## src/rtl/rlog_pkg.sv

```systemverilog
package rlog_pkg;
  typedef enum logic [1:0] {
    RK_LOAD  = 2'b00,
    RK_STORE = 2'b01,
    RK_REG   = 2'b10,
    RK_PC    = 2'b11
  } rlog_kind_e;
endpackage

```

## src/rtl/rlog_opcount.sv

```systemverilog
module rlog_opcount #(
  parameter int CW = 16
) (
  input  logic          clk,
  input  logic          rst_n,
  input  logic          clr_i,
  input  logic          inc_i,
  output logic [CW-1:0] cnt_o,
  output logic [CW-1:0] cnt_incl_o
);
  logic [CW-1:0] cnt_q, cnt_d;
  logic          cnt_en;

  always_comb begin
    cnt_en = clr_i | inc_i;
    cnt_d  = clr_i ? '0 : cnt_q + CW'(1);
  end

  always_ff @(posedge clk or negedge rst_n) begin
    if (!rst_n)      cnt_q <= '0;
    else if (cnt_en) cnt_q <= cnt_d;
  end

  assign cnt_o      = cnt_q;
  assign cnt_incl_o = cnt_q + CW'(inc_i);
endmodule

```

## src/rtl/rlog_ckpt_seq.sv

```systemverilog
module rlog_ckpt_seq
  import rlog_pkg::*;
#(
  parameter int DW   = 32,
  parameter int CW   = 16,
  parameter int NREG = 4
) (
  input  logic             clk,
  input  logic             rst_n,
  input  logic             start_i,
  input  logic [NREG*DW-1:0] regs_i,
  input  logic [DW-1:0]    pc_i,
  input  logic             full_i,
  output logic             busy_o,
  output logic             push_o,
  output rlog_kind_e       kind_o,
  output logic [CW-1:0]    tag_o,
  output logic [DW-1:0]    data_o
);
  localparam int IW = $clog2(NREG + 1);

  logic          busy_q, busy_d;
  logic [IW-1:0] idx_q, idx_d;
  logic [DW-1:0] regs_q [NREG];
  logic [DW-1:0] pc_q;
  logic [DW-1:0] sel_reg;
  logic          at_pc;

  for (genvar g = 0; g < NREG; g++) begin : g_snap
    always_ff @(posedge clk or negedge rst_n) begin
      if (!rst_n)       regs_q[g] <= '0;
      else if (start_i) regs_q[g] <= regs_i[g*DW +: DW];
    end
  end

  always_ff @(posedge clk or negedge rst_n) begin
    if (!rst_n)       pc_q <= '0;
    else if (start_i) pc_q <= pc_i;
  end

  always_comb begin
    sel_reg = '0;
    for (int i = 0; i < NREG; i++)
      if (idx_q == IW'(i)) sel_reg = regs_q[i];
  end

  assign at_pc  = (idx_q == IW'(NREG));
  assign push_o = busy_q & ~full_i;
  assign busy_o = busy_q;
  assign kind_o = at_pc ? RK_PC : RK_REG;
  assign tag_o  = at_pc ? '0 : CW'(idx_q);
  assign data_o = at_pc ? pc_q : sel_reg;

  always_comb begin
    busy_d = busy_q;
    idx_d  = idx_q;
    if (start_i) begin
      busy_d = 1'b1;
      idx_d  = '0;
    end else if (push_o) begin
      if (at_pc) busy_d = 1'b0;
      idx_d = idx_q + IW'(1);
    end
  end

  always_ff @(posedge clk or negedge rst_n) begin
    if (!rst_n) begin
      busy_q <= 1'b0;
      idx_q  <= '0;
    end else begin
      busy_q <= busy_d;
      idx_q  <= idx_d;
    end
  end
endmodule

```

## src/rtl/rlog_fifo.sv

```systemverilog
module rlog_fifo #(
  parameter int W     = 50,
  parameter int DEPTH = 4
) (
  input  logic         clk,
  input  logic         rst_n,
  input  logic         push_i,
  input  logic [W-1:0] wdata_i,
  input  logic         pop_i,
  output logic [W-1:0] rdata_o,
  output logic         valid_o,
  output logic         full_o
);
  localparam int PW = (DEPTH > 1) ? $clog2(DEPTH) : 1;
  localparam int LW = $clog2(DEPTH + 1);

  logic [W-1:0]  mem_q [DEPTH];
  logic [PW-1:0] wr_q, wr_d, rd_q, rd_d;
  logic [LW-1:0] lvl_q, lvl_d;
  logic          do_push, do_pop;

  assign full_o  = (lvl_q == LW'(DEPTH));
  assign valid_o = (lvl_q != '0);
  assign rdata_o = mem_q[rd_q];
  assign do_push = push_i & ~full_o;
  assign do_pop  = pop_i & valid_o;

  always_comb begin
    wr_d  = wr_q;
    rd_d  = rd_q;
    lvl_d = lvl_q;
    if (do_push) wr_d = (wr_q == PW'(DEPTH - 1)) ? '0 : wr_q + PW'(1);
    if (do_pop)  rd_d = (rd_q == PW'(DEPTH - 1)) ? '0 : rd_q + PW'(1);
    if (do_push && !do_pop) lvl_d = lvl_q + LW'(1);
    if (!do_push && do_pop) lvl_d = lvl_q - LW'(1);
  end

  always_ff @(posedge clk or negedge rst_n) begin
    if (!rst_n) begin
      wr_q  <= '0;
      rd_q  <= '0;
      lvl_q <= '0;
    end else begin
      wr_q  <= wr_d;
      rd_q  <= rd_d;
      lvl_q <= lvl_d;
    end
  end

  for (genvar g = 0; g < DEPTH; g++) begin : g_slot
    always_ff @(posedge clk or negedge rst_n) begin
      if (!rst_n)                             mem_q[g] <= '0;
      else if (do_push && wr_q == PW'(g))     mem_q[g] <= wdata_i;
    end
  end
endmodule

```

## src/rtl/rlog_recorder.sv

```systemverilog
module rlog_recorder
  import rlog_pkg::*;
#(
  parameter int DW    = 32,
  parameter int CW    = 16,
  parameter int NREG  = 4,
  parameter int DEPTH = 4
) (
  input  logic               clk,
  input  logic               rst_n,
  input  logic               op_retire_i,
  input  logic               fill_valid_i,
  input  logic [DW-1:0]      fill_data_i,
  input  logic               fill_is_store_i,
  input  logic               fill_is_fetch_i,
  input  logic               ckpt_req_i,
  input  logic [NREG*DW-1:0] ckpt_regs_i,
  input  logic [DW-1:0]      ckpt_pc_i,
  output logic               stall_o,
  output logic               log_valid_o,
  input  logic               log_ready_i,
  output logic [1:0]         log_kind_o,
  output logic [CW-1:0]      log_tag_o,
  output logic [DW-1:0]      log_data_o
);
  localparam int EW = 2 + CW + DW;

  logic          start, miss_push, fifo_full, seq_busy, seq_push;
  logic [CW-1:0] cnt_q, cnt_incl, seq_tag;
  logic [DW-1:0] seq_data;
  rlog_kind_e    seq_kind, miss_kind;
  logic [EW-1:0] wr_entry, rd_entry;

  assign stall_o   = seq_busy | fifo_full;
  assign start     = ckpt_req_i & ~stall_o;
  assign miss_push = fill_valid_i & ~stall_o;
  assign miss_kind = (fill_is_store_i & ~fill_is_fetch_i) ? RK_STORE : RK_LOAD;

  rlog_opcount #(.CW(CW)) u_cnt (
    .clk        (clk),
    .rst_n      (rst_n),
    .clr_i      (start),
    .inc_i      (op_retire_i),
    .cnt_o      (cnt_q),
    .cnt_incl_o (cnt_incl)
  );

  rlog_ckpt_seq #(.DW(DW), .CW(CW), .NREG(NREG)) u_seq (
    .clk     (clk),
    .rst_n   (rst_n),
    .start_i (start),
    .regs_i  (ckpt_regs_i),
    .pc_i    (ckpt_pc_i),
    .full_i  (fifo_full),
    .busy_o  (seq_busy),
    .push_o  (seq_push),
    .kind_o  (seq_kind),
    .tag_o   (seq_tag),
    .data_o  (seq_data)
  );

  always_comb begin
    if (seq_push) wr_entry = {seq_kind, seq_tag, seq_data};
    else          wr_entry = {miss_kind, cnt_incl, fill_data_i};
  end

  rlog_fifo #(.W(EW), .DEPTH(DEPTH)) u_fifo (
    .clk     (clk),
    .rst_n   (rst_n),
    .push_i  (seq_push | miss_push),
    .wdata_i (wr_entry),
    .pop_i   (log_ready_i),
    .rdata_o (rd_entry),
    .valid_o (log_valid_o),
    .full_o  (fifo_full)
  );

  assign log_kind_o = rd_entry[EW-1 -: 2];
  assign log_tag_o  = rd_entry[DW +: CW];
  assign log_data_o = rd_entry[DW-1:0];
endmodule

```

## config.mk

```make
export PLATFORM = sky130hd
export DESIGN_NAME = rlog_recorder
export DESIGN_NICKNAME = d
export VERILOG_FILES = /design/src/rtl/rlog_pkg.sv /design/src/rtl/rlog_opcount.sv /design/src/rtl/rlog_ckpt_seq.sv /design/src/rtl/rlog_fifo.sv /design/src/rtl/rlog_recorder.sv
export SDC_FILE = /design/constraint.sdc
export NUM_CORES = 1
export LEC_CHECK = 0
export ABC_CLOCK_PERIOD_IN_PS = 5600
export BUFFER_PORTS_ARGS = -buffer_cell sky130_fd_sc_hd__buf_2
export CAP_MARGIN = 10
export CORE_MARGIN = 2
export CORE_UTILIZATION = 62
export DETAILED_ROUTE_END_ITERATION = 8
export GPL_TIMING_DRIVEN = 0
export PLACE_DENSITY = 0.91
export SETUP_SLACK_MARGIN = 0.02
export SKIP_LAST_GASP = 1
export SYNTH_ARGS = -nofsm -noshare
export SYNTH_HDL_FRONTEND = slang
export SYNTH_SLANG_ARGS = --single-unit
```

## constraint.sdc

```tcl
create_clock -name clk -period 5.6 [get_ports clk]
set_clock_uncertainty 0.15 [all_clocks]
set_input_delay 1.12 -clock clk [delete_from_list [all_inputs] [get_ports clk]]
set_output_delay 1.12 -clock clk [all_outputs]
set_load 0.05 [all_outputs]
```

==> impl_metrics.prom <==
# TYPE chip_impl_metric gauge
chip_impl_info{name="run_status",value="complete, no violations"} 1
chip_impl_metric{name="floorplan.rows",unit=""} 62
chip_impl_metric{name="global_route_wire_length_before_repair",unit="µm"} 89330
chip_impl_metric{name="netlist.area_leader.share",unit=""} 0.5350
chip_impl_metric{name="number_of_global_route_vias_before_repair",unit=""} 16140
chip_impl_metric{name="syn2layout_area_growth",unit="%"} 17.45
chip_impl_metric{name="worst_skew_pair.late_latency",unit="ns"} 0.54
chip_impl_metric{name="irDropWorstVdd",unit="V"} 0.0003067
chip_impl_metric{name="vias",unit=""} 16240
chip_impl_metric{name="post_cts.repair.setup_buffers",unit=""} 0
chip_impl_metric{name="grt_usage",unit=""} 0.3795
chip_impl_metric{name="synth-async-reset-ratio",unit=""} 1.000
chip_impl_metric{name="fin_nets",unit=""} 2394
chip_impl_metric{name="power_report.internal_total",unit="mW"} 7.563
chip_impl_metric{name="fp.dieArea",unit="µm²"} 30580
chip_impl_info{name="post-synth-top-count-cell",value="sky130_fd_sc_hd__nand2_1"} 1
chip_impl_metric{name="synth-edff-count",unit=""} 0
chip_impl_metric{name="power.leakage",unit="nW"} 10.33
chip_impl_metric{name="io_pins",unit=""} 252
chip_impl_info{name="grt_setup_unrepaired",value="false"} 1
chip_impl_info{name="path_cells",value="clkbuf_1 > buf_2 > mux4_2 > buf_2"} 1
chip_impl_metric{name="power_density",unit="nW/µm²"} 659.2
chip_impl_metric{name="crit_fanout",unit=""} 10
chip_impl_info{name="synth.area.top_cells",value="sky130_fd_sc_hd__dfrtp_1 (53%), sky130_fd_sc_hd__nand2_1 (13%), sky130_fd_sc_hd__mux4_2 (6.2%)"} 1
chip_impl_metric{name="comb_power_share",unit=""} 0.482
chip_impl_info{name="end_kind",value="output port"} 1
chip_impl_metric{name="wl_per_cell",unit="µm"} 21.95
chip_impl_info{name="holdCritPathClass",value="register to register"} 1
chip_impl_metric{name="clock_tree.htree_level_count",unit=""} 2
chip_impl_info{name="crit_path_start_kind",value="register"} 1
chip_impl_metric{name="tightestPinTransition",unit="ns"} 1.006
chip_impl_info{name="yosysTopAreaCell",value="sky130_fd_sc_hd__dfrtp_1"} 1
chip_impl_metric{name="num-fill-cells",unit=""} 1950
chip_impl_metric{name="power.net_switching",unit="mW"} 6.453
chip_impl_metric{name="post-route-period-util",unit=""} 0.6928
chip_impl_metric{name="detail-route-antenna-nets",unit=""} 0
chip_impl_metric{name="timing_max_transition_violations_final",unit=""} 0
chip_impl_metric{name="layout.core_utilization",unit=""} 0.7407
chip_impl_metric{name="grt_max_degree",unit=""} 127
chip_impl_metric{name="switching_share_of_total_power",unit=""} 0.4604
chip_impl_metric{name="synth_sequential_area_ratio",unit=""} 0.5350
chip_impl_metric{name="placeableCoreArea",unit="µm²"} 28700
chip_impl_metric{name="clkPwrFrac",unit=""} 0.192
chip_impl_metric{name="final_cell_count_no_fill",unit=""} 2593
chip_impl_metric{name="routed_wirelength",unit="µm"} 56930
chip_impl_metric{name="tritoncts.num_buffers",unit=""} 39
chip_impl_metric{name="synthSimpleGateAreaFrac",unit=""} 0.1943
chip_impl_metric{name="gpl.final_weighted_congestion",unit=""} 1.007
chip_impl_metric{name="final_hold_viol_count",unit=""} 0
chip_impl_metric{name="maxCapViolations",unit=""} 0
chip_impl_info{name="synthFlopType",value="sky130_fd_sc_hd__dfrtp_1"} 1
chip_impl_metric{name="synth_compound_gate_area_share",unit=""} 0.1280
chip_impl_metric{name="seqPwrFrac",unit=""} 0.326
chip_impl_info{name="critical_path.most_common_cell",value="sky130_fd_sc_hd__buf_2"} 1
chip_impl_info{name="clock_tree.root_cell",value="sky130_fd_sc_hd__clkbuf_16"} 1
chip_impl_metric{name="report.final.setup_viol",unit=""} 0
chip_impl_metric{name="drt_iter0_drc",unit=""} 1962
chip_impl_metric{name="postcts_resize_cnt",unit=""} 0
chip_impl_metric{name="synth-xor-area-share",unit=""} 0.01306
chip_impl_info{name="tritoncts",value="built"} 1
chip_impl_info{name="setup.worst_path.class",value="register to output port"} 1
chip_impl_metric{name="clock_pin_slew_worst_setup_and_hold_paths",unit="ns"} 0.07
chip_impl_metric{name="number_of_buffers_and_inverters_on_the_critical_path",unit=""} 3
chip_impl_metric{name="setup_slack_after_layout",unit="ns"} 1.720
chip_impl_metric{name="cts.sinks",unit=""} 387
chip_impl_metric{name="cp.required",unit="ns"} 4.33
chip_impl_metric{name="synth.yosys.warnings",unit=""} 0
chip_impl_metric{name="grt_antenna_before_repair",unit=""} 2
chip_impl_metric{name="netlist_instances",unit=""} 1884
chip_impl_metric{name="initial_core_util",unit=""} 0.6307
chip_impl_metric{name="register_bit_count_reported_by_yosys",unit=""} 387
chip_impl_metric{name="critical_path_arrival",unit="ns"} 2.61
chip_impl_info{name="crit_slowest_cell",value="sky130_fd_sc_hd__mux4_2"} 1
chip_impl_metric{name="dpl.hpwl",unit="µm"} 40220
chip_impl_metric{name="remaining_drc_errors",unit=""} 0
chip_impl_metric{name="grt.overflow.total",unit=""} 0
chip_impl_metric{name="buffers_from_clock_root_to_sink_at_most",unit=""} 3
chip_impl_metric{name="synthesis.nets",unit=""} 2099
chip_impl_metric{name="drt-vias-per-instance",unit=""} 6.265
chip_impl_metric{name="drt_pre_antenna_iters",unit=""} 6
chip_impl_metric{name="dp_slack",unit="ns"} 2.299
chip_impl_metric{name="slew-limit-headroom",unit=""} 0.3280
chip_impl_metric{name="tns",unit="ns"} 0
chip_impl_metric{name="cell_count_after_placement",unit=""} 2522
chip_impl_metric{name="yosys.cell_types.count",unit=""} 47
chip_impl_metric{name="yosys.area_share.adder",unit=""} 0.01078
chip_impl_metric{name="cts.hold.buffers_added",unit=""} 0
chip_impl_metric{name="synth.cell_area",unit="µm²"} 18100
chip_impl_info{name="dominant_combinational_cell_family_by_area_after_synthesis",value="simple AND/OR/NAND/NOR gates"} 1
chip_impl_metric{name="final_layout_size_suffix_gt1_frac",unit=""} 0.2218
chip_impl_metric{name="timing.fmax",unit="MHz"} 257.8
chip_impl_metric{name="antennaDiodeCount",unit=""} 0
chip_impl_metric{name="finalWorstPathRequiredPeriod",unit="ns"} 3.880
chip_impl_metric{name="synth_mux_area_frac",unit=""} 0.07085
chip_impl_metric{name="design_power_total",unit="mW"} 14.02
chip_impl_info{name="cp_top_family",value="buffers and inverters"} 1
chip_impl_metric{name="die_height",unit="µm"} 174.9
chip_impl_metric{name="overall_die_width",unit="µm"} 174.9
chip_impl_metric{name="critPathMaxStageDelay",unit="ns"} 0.63
chip_impl_info{name="post_synth_most_frequent_cells",value="sky130_fd_sc_hd__nand2_1 (647), sky130_fd_sc_hd__dfrtp_1 (387), sky130_fd_sc_hd__o21ai_0 (219), sky130_fd_sc_hd__clkbuf_1 (69), sky130_fd_sc_hd__buf_2 (62)"} 1
chip_impl_metric{name="synth_area_per_cell",unit="µm²"} 9.608
chip_impl_metric{name="port_buffer_cells",unit=""} 251
[area by class of cell]
type | count | area (µm²) | area share
inverter | 47 | 176.4 | 0.008298
timing repair buffer | 254 | 1349 | 0.06344
multi-input combinational | 1304 | 7548 | 0.3550
sequential | 387 | 9684 | 0.4555
buffer | 146 | 693.2 | 0.03260
tap | 384 | 480.5 | 0.02260
clock buffer | 61 | 1210 | 0.05691
clock inverter | 10 | 118.9 | 0.005591
[power by group through the flow]
stage / sequential (mW) / clock [mW] / combinational (mW)
2_1_floorplan: 4.34 / 0 / 4.57
3_3_place_gp: 4.46 / 0 / 6.24
3_5_place_dp: 4.55 / 0 / 6.49
4_1_cts: 4.53 / 2.69 / 6.61
5_1_grt: 4.65 / 2.81 / 7.21
6_report: 4.57 / 2.69 / 6.75
[state kept, by name, summed over array words and instances, names as in the netlist]
register	count
u_seq.idx_q	3
u_fifo.rd_q	2
u_seq.busy_o	1
u_fifo.lvl_q	3
u_cnt.cnt_o	16
u_seq.regs_q	128
u_fifo.mem_q	200
u_fifo.wr_q	2
u_seq.pc_q	32
[through the flow]
step	cell area (µm²)	hold slack [ns]
floorplan	18100	0.2905
global placement	19840	0.3032
detailed placement	19930	0.3097
CTS	21260	0.3230
global route	21260	0.3443
finish	21260	0.3230
[placed cells by master (no fill, tap or decap), types with 34 or more instances in the layout]
cell	count
sky130_fd_sc_hd__o21ai_0	219
sky130_fd_sc_hd__dfrtp_1	387
sky130_fd_sc_hd__clkbuf_1	77
sky130_fd_sc_hd__nand2_1	647
sky130_fd_sc_hd__a21oi_1	36
sky130_fd_sc_hd__clkbuf_16	40
sky130_fd_sc_hd__nand3_1	41
sky130_fd_sc_hd__buf_2	312
sky130_fd_sc_hd__a21o_1	34
sky130_fd_sc_hd__mux4_2	50
sky130_fd_sc_hd__inv_1	46
[tightest hold or removal path, stage by stage, from the launching register on]
cell                      delay (ns)
sky130_fd_sc_hd__dfrtp_1        0.34
sky130_fd_sc_hd__nand2_1        0.05
sky130_fd_sc_hd__nand2_1        0.05
[cells by family (layout without fill, tap and decap cells)]
family / after synthesis / count (layout)
buffers and inverters: 193 / 518
xor gates and xnor gates: 27 / 27
and+or+nand+nor: 825 / 825
AOI/OAI and AO/OA: 373 / 373
muxes: 64 / 64
adders and majority gates: 15 / 15
DFF: 387 / 387
[path summary, 6_finish.rpt]
check	slack, ns	start	endpoint	cells after the start
max	1.72	u_fifo.rd_q[0]	log_tag_o[2]	4
max reg2reg	2.24	u_seq.idx_q[0]	u_fifo.mem_q[55]	9
min	0.32	u_seq.pc_q[10]	u_seq.pc_q[10]	2
min in group asynchronous	0.36	rst_n	u_fifo.mem_q[140]	1
min reg2reg	0.32	u_seq.pc_q[10]	u_seq.pc_q[10]	2
max in group asynchronous	3.48	rst_n	u_seq.pc_q[25]	3
[per-layer routing]
| layer | part of all wire | vias to the layer above | GRT usage | wire (µm) |
|---|---|---|---|---|
| met1 | 0.36 | 7902 | 0.5014 | 20680 |
| li1 | - | 6980 | - | - |
| met4 | 0.059 | 0 | 0.1872 | 3352 |
| met5 | 0 | - | 0 | 0 |
| met3 | 0.10 | 234 | 0.06353 | 5839 |
| met2 | 0.48 | 1128 | 0.6161 | 27050 |
No activity file was read; power rests on OpenSTA's default activity.
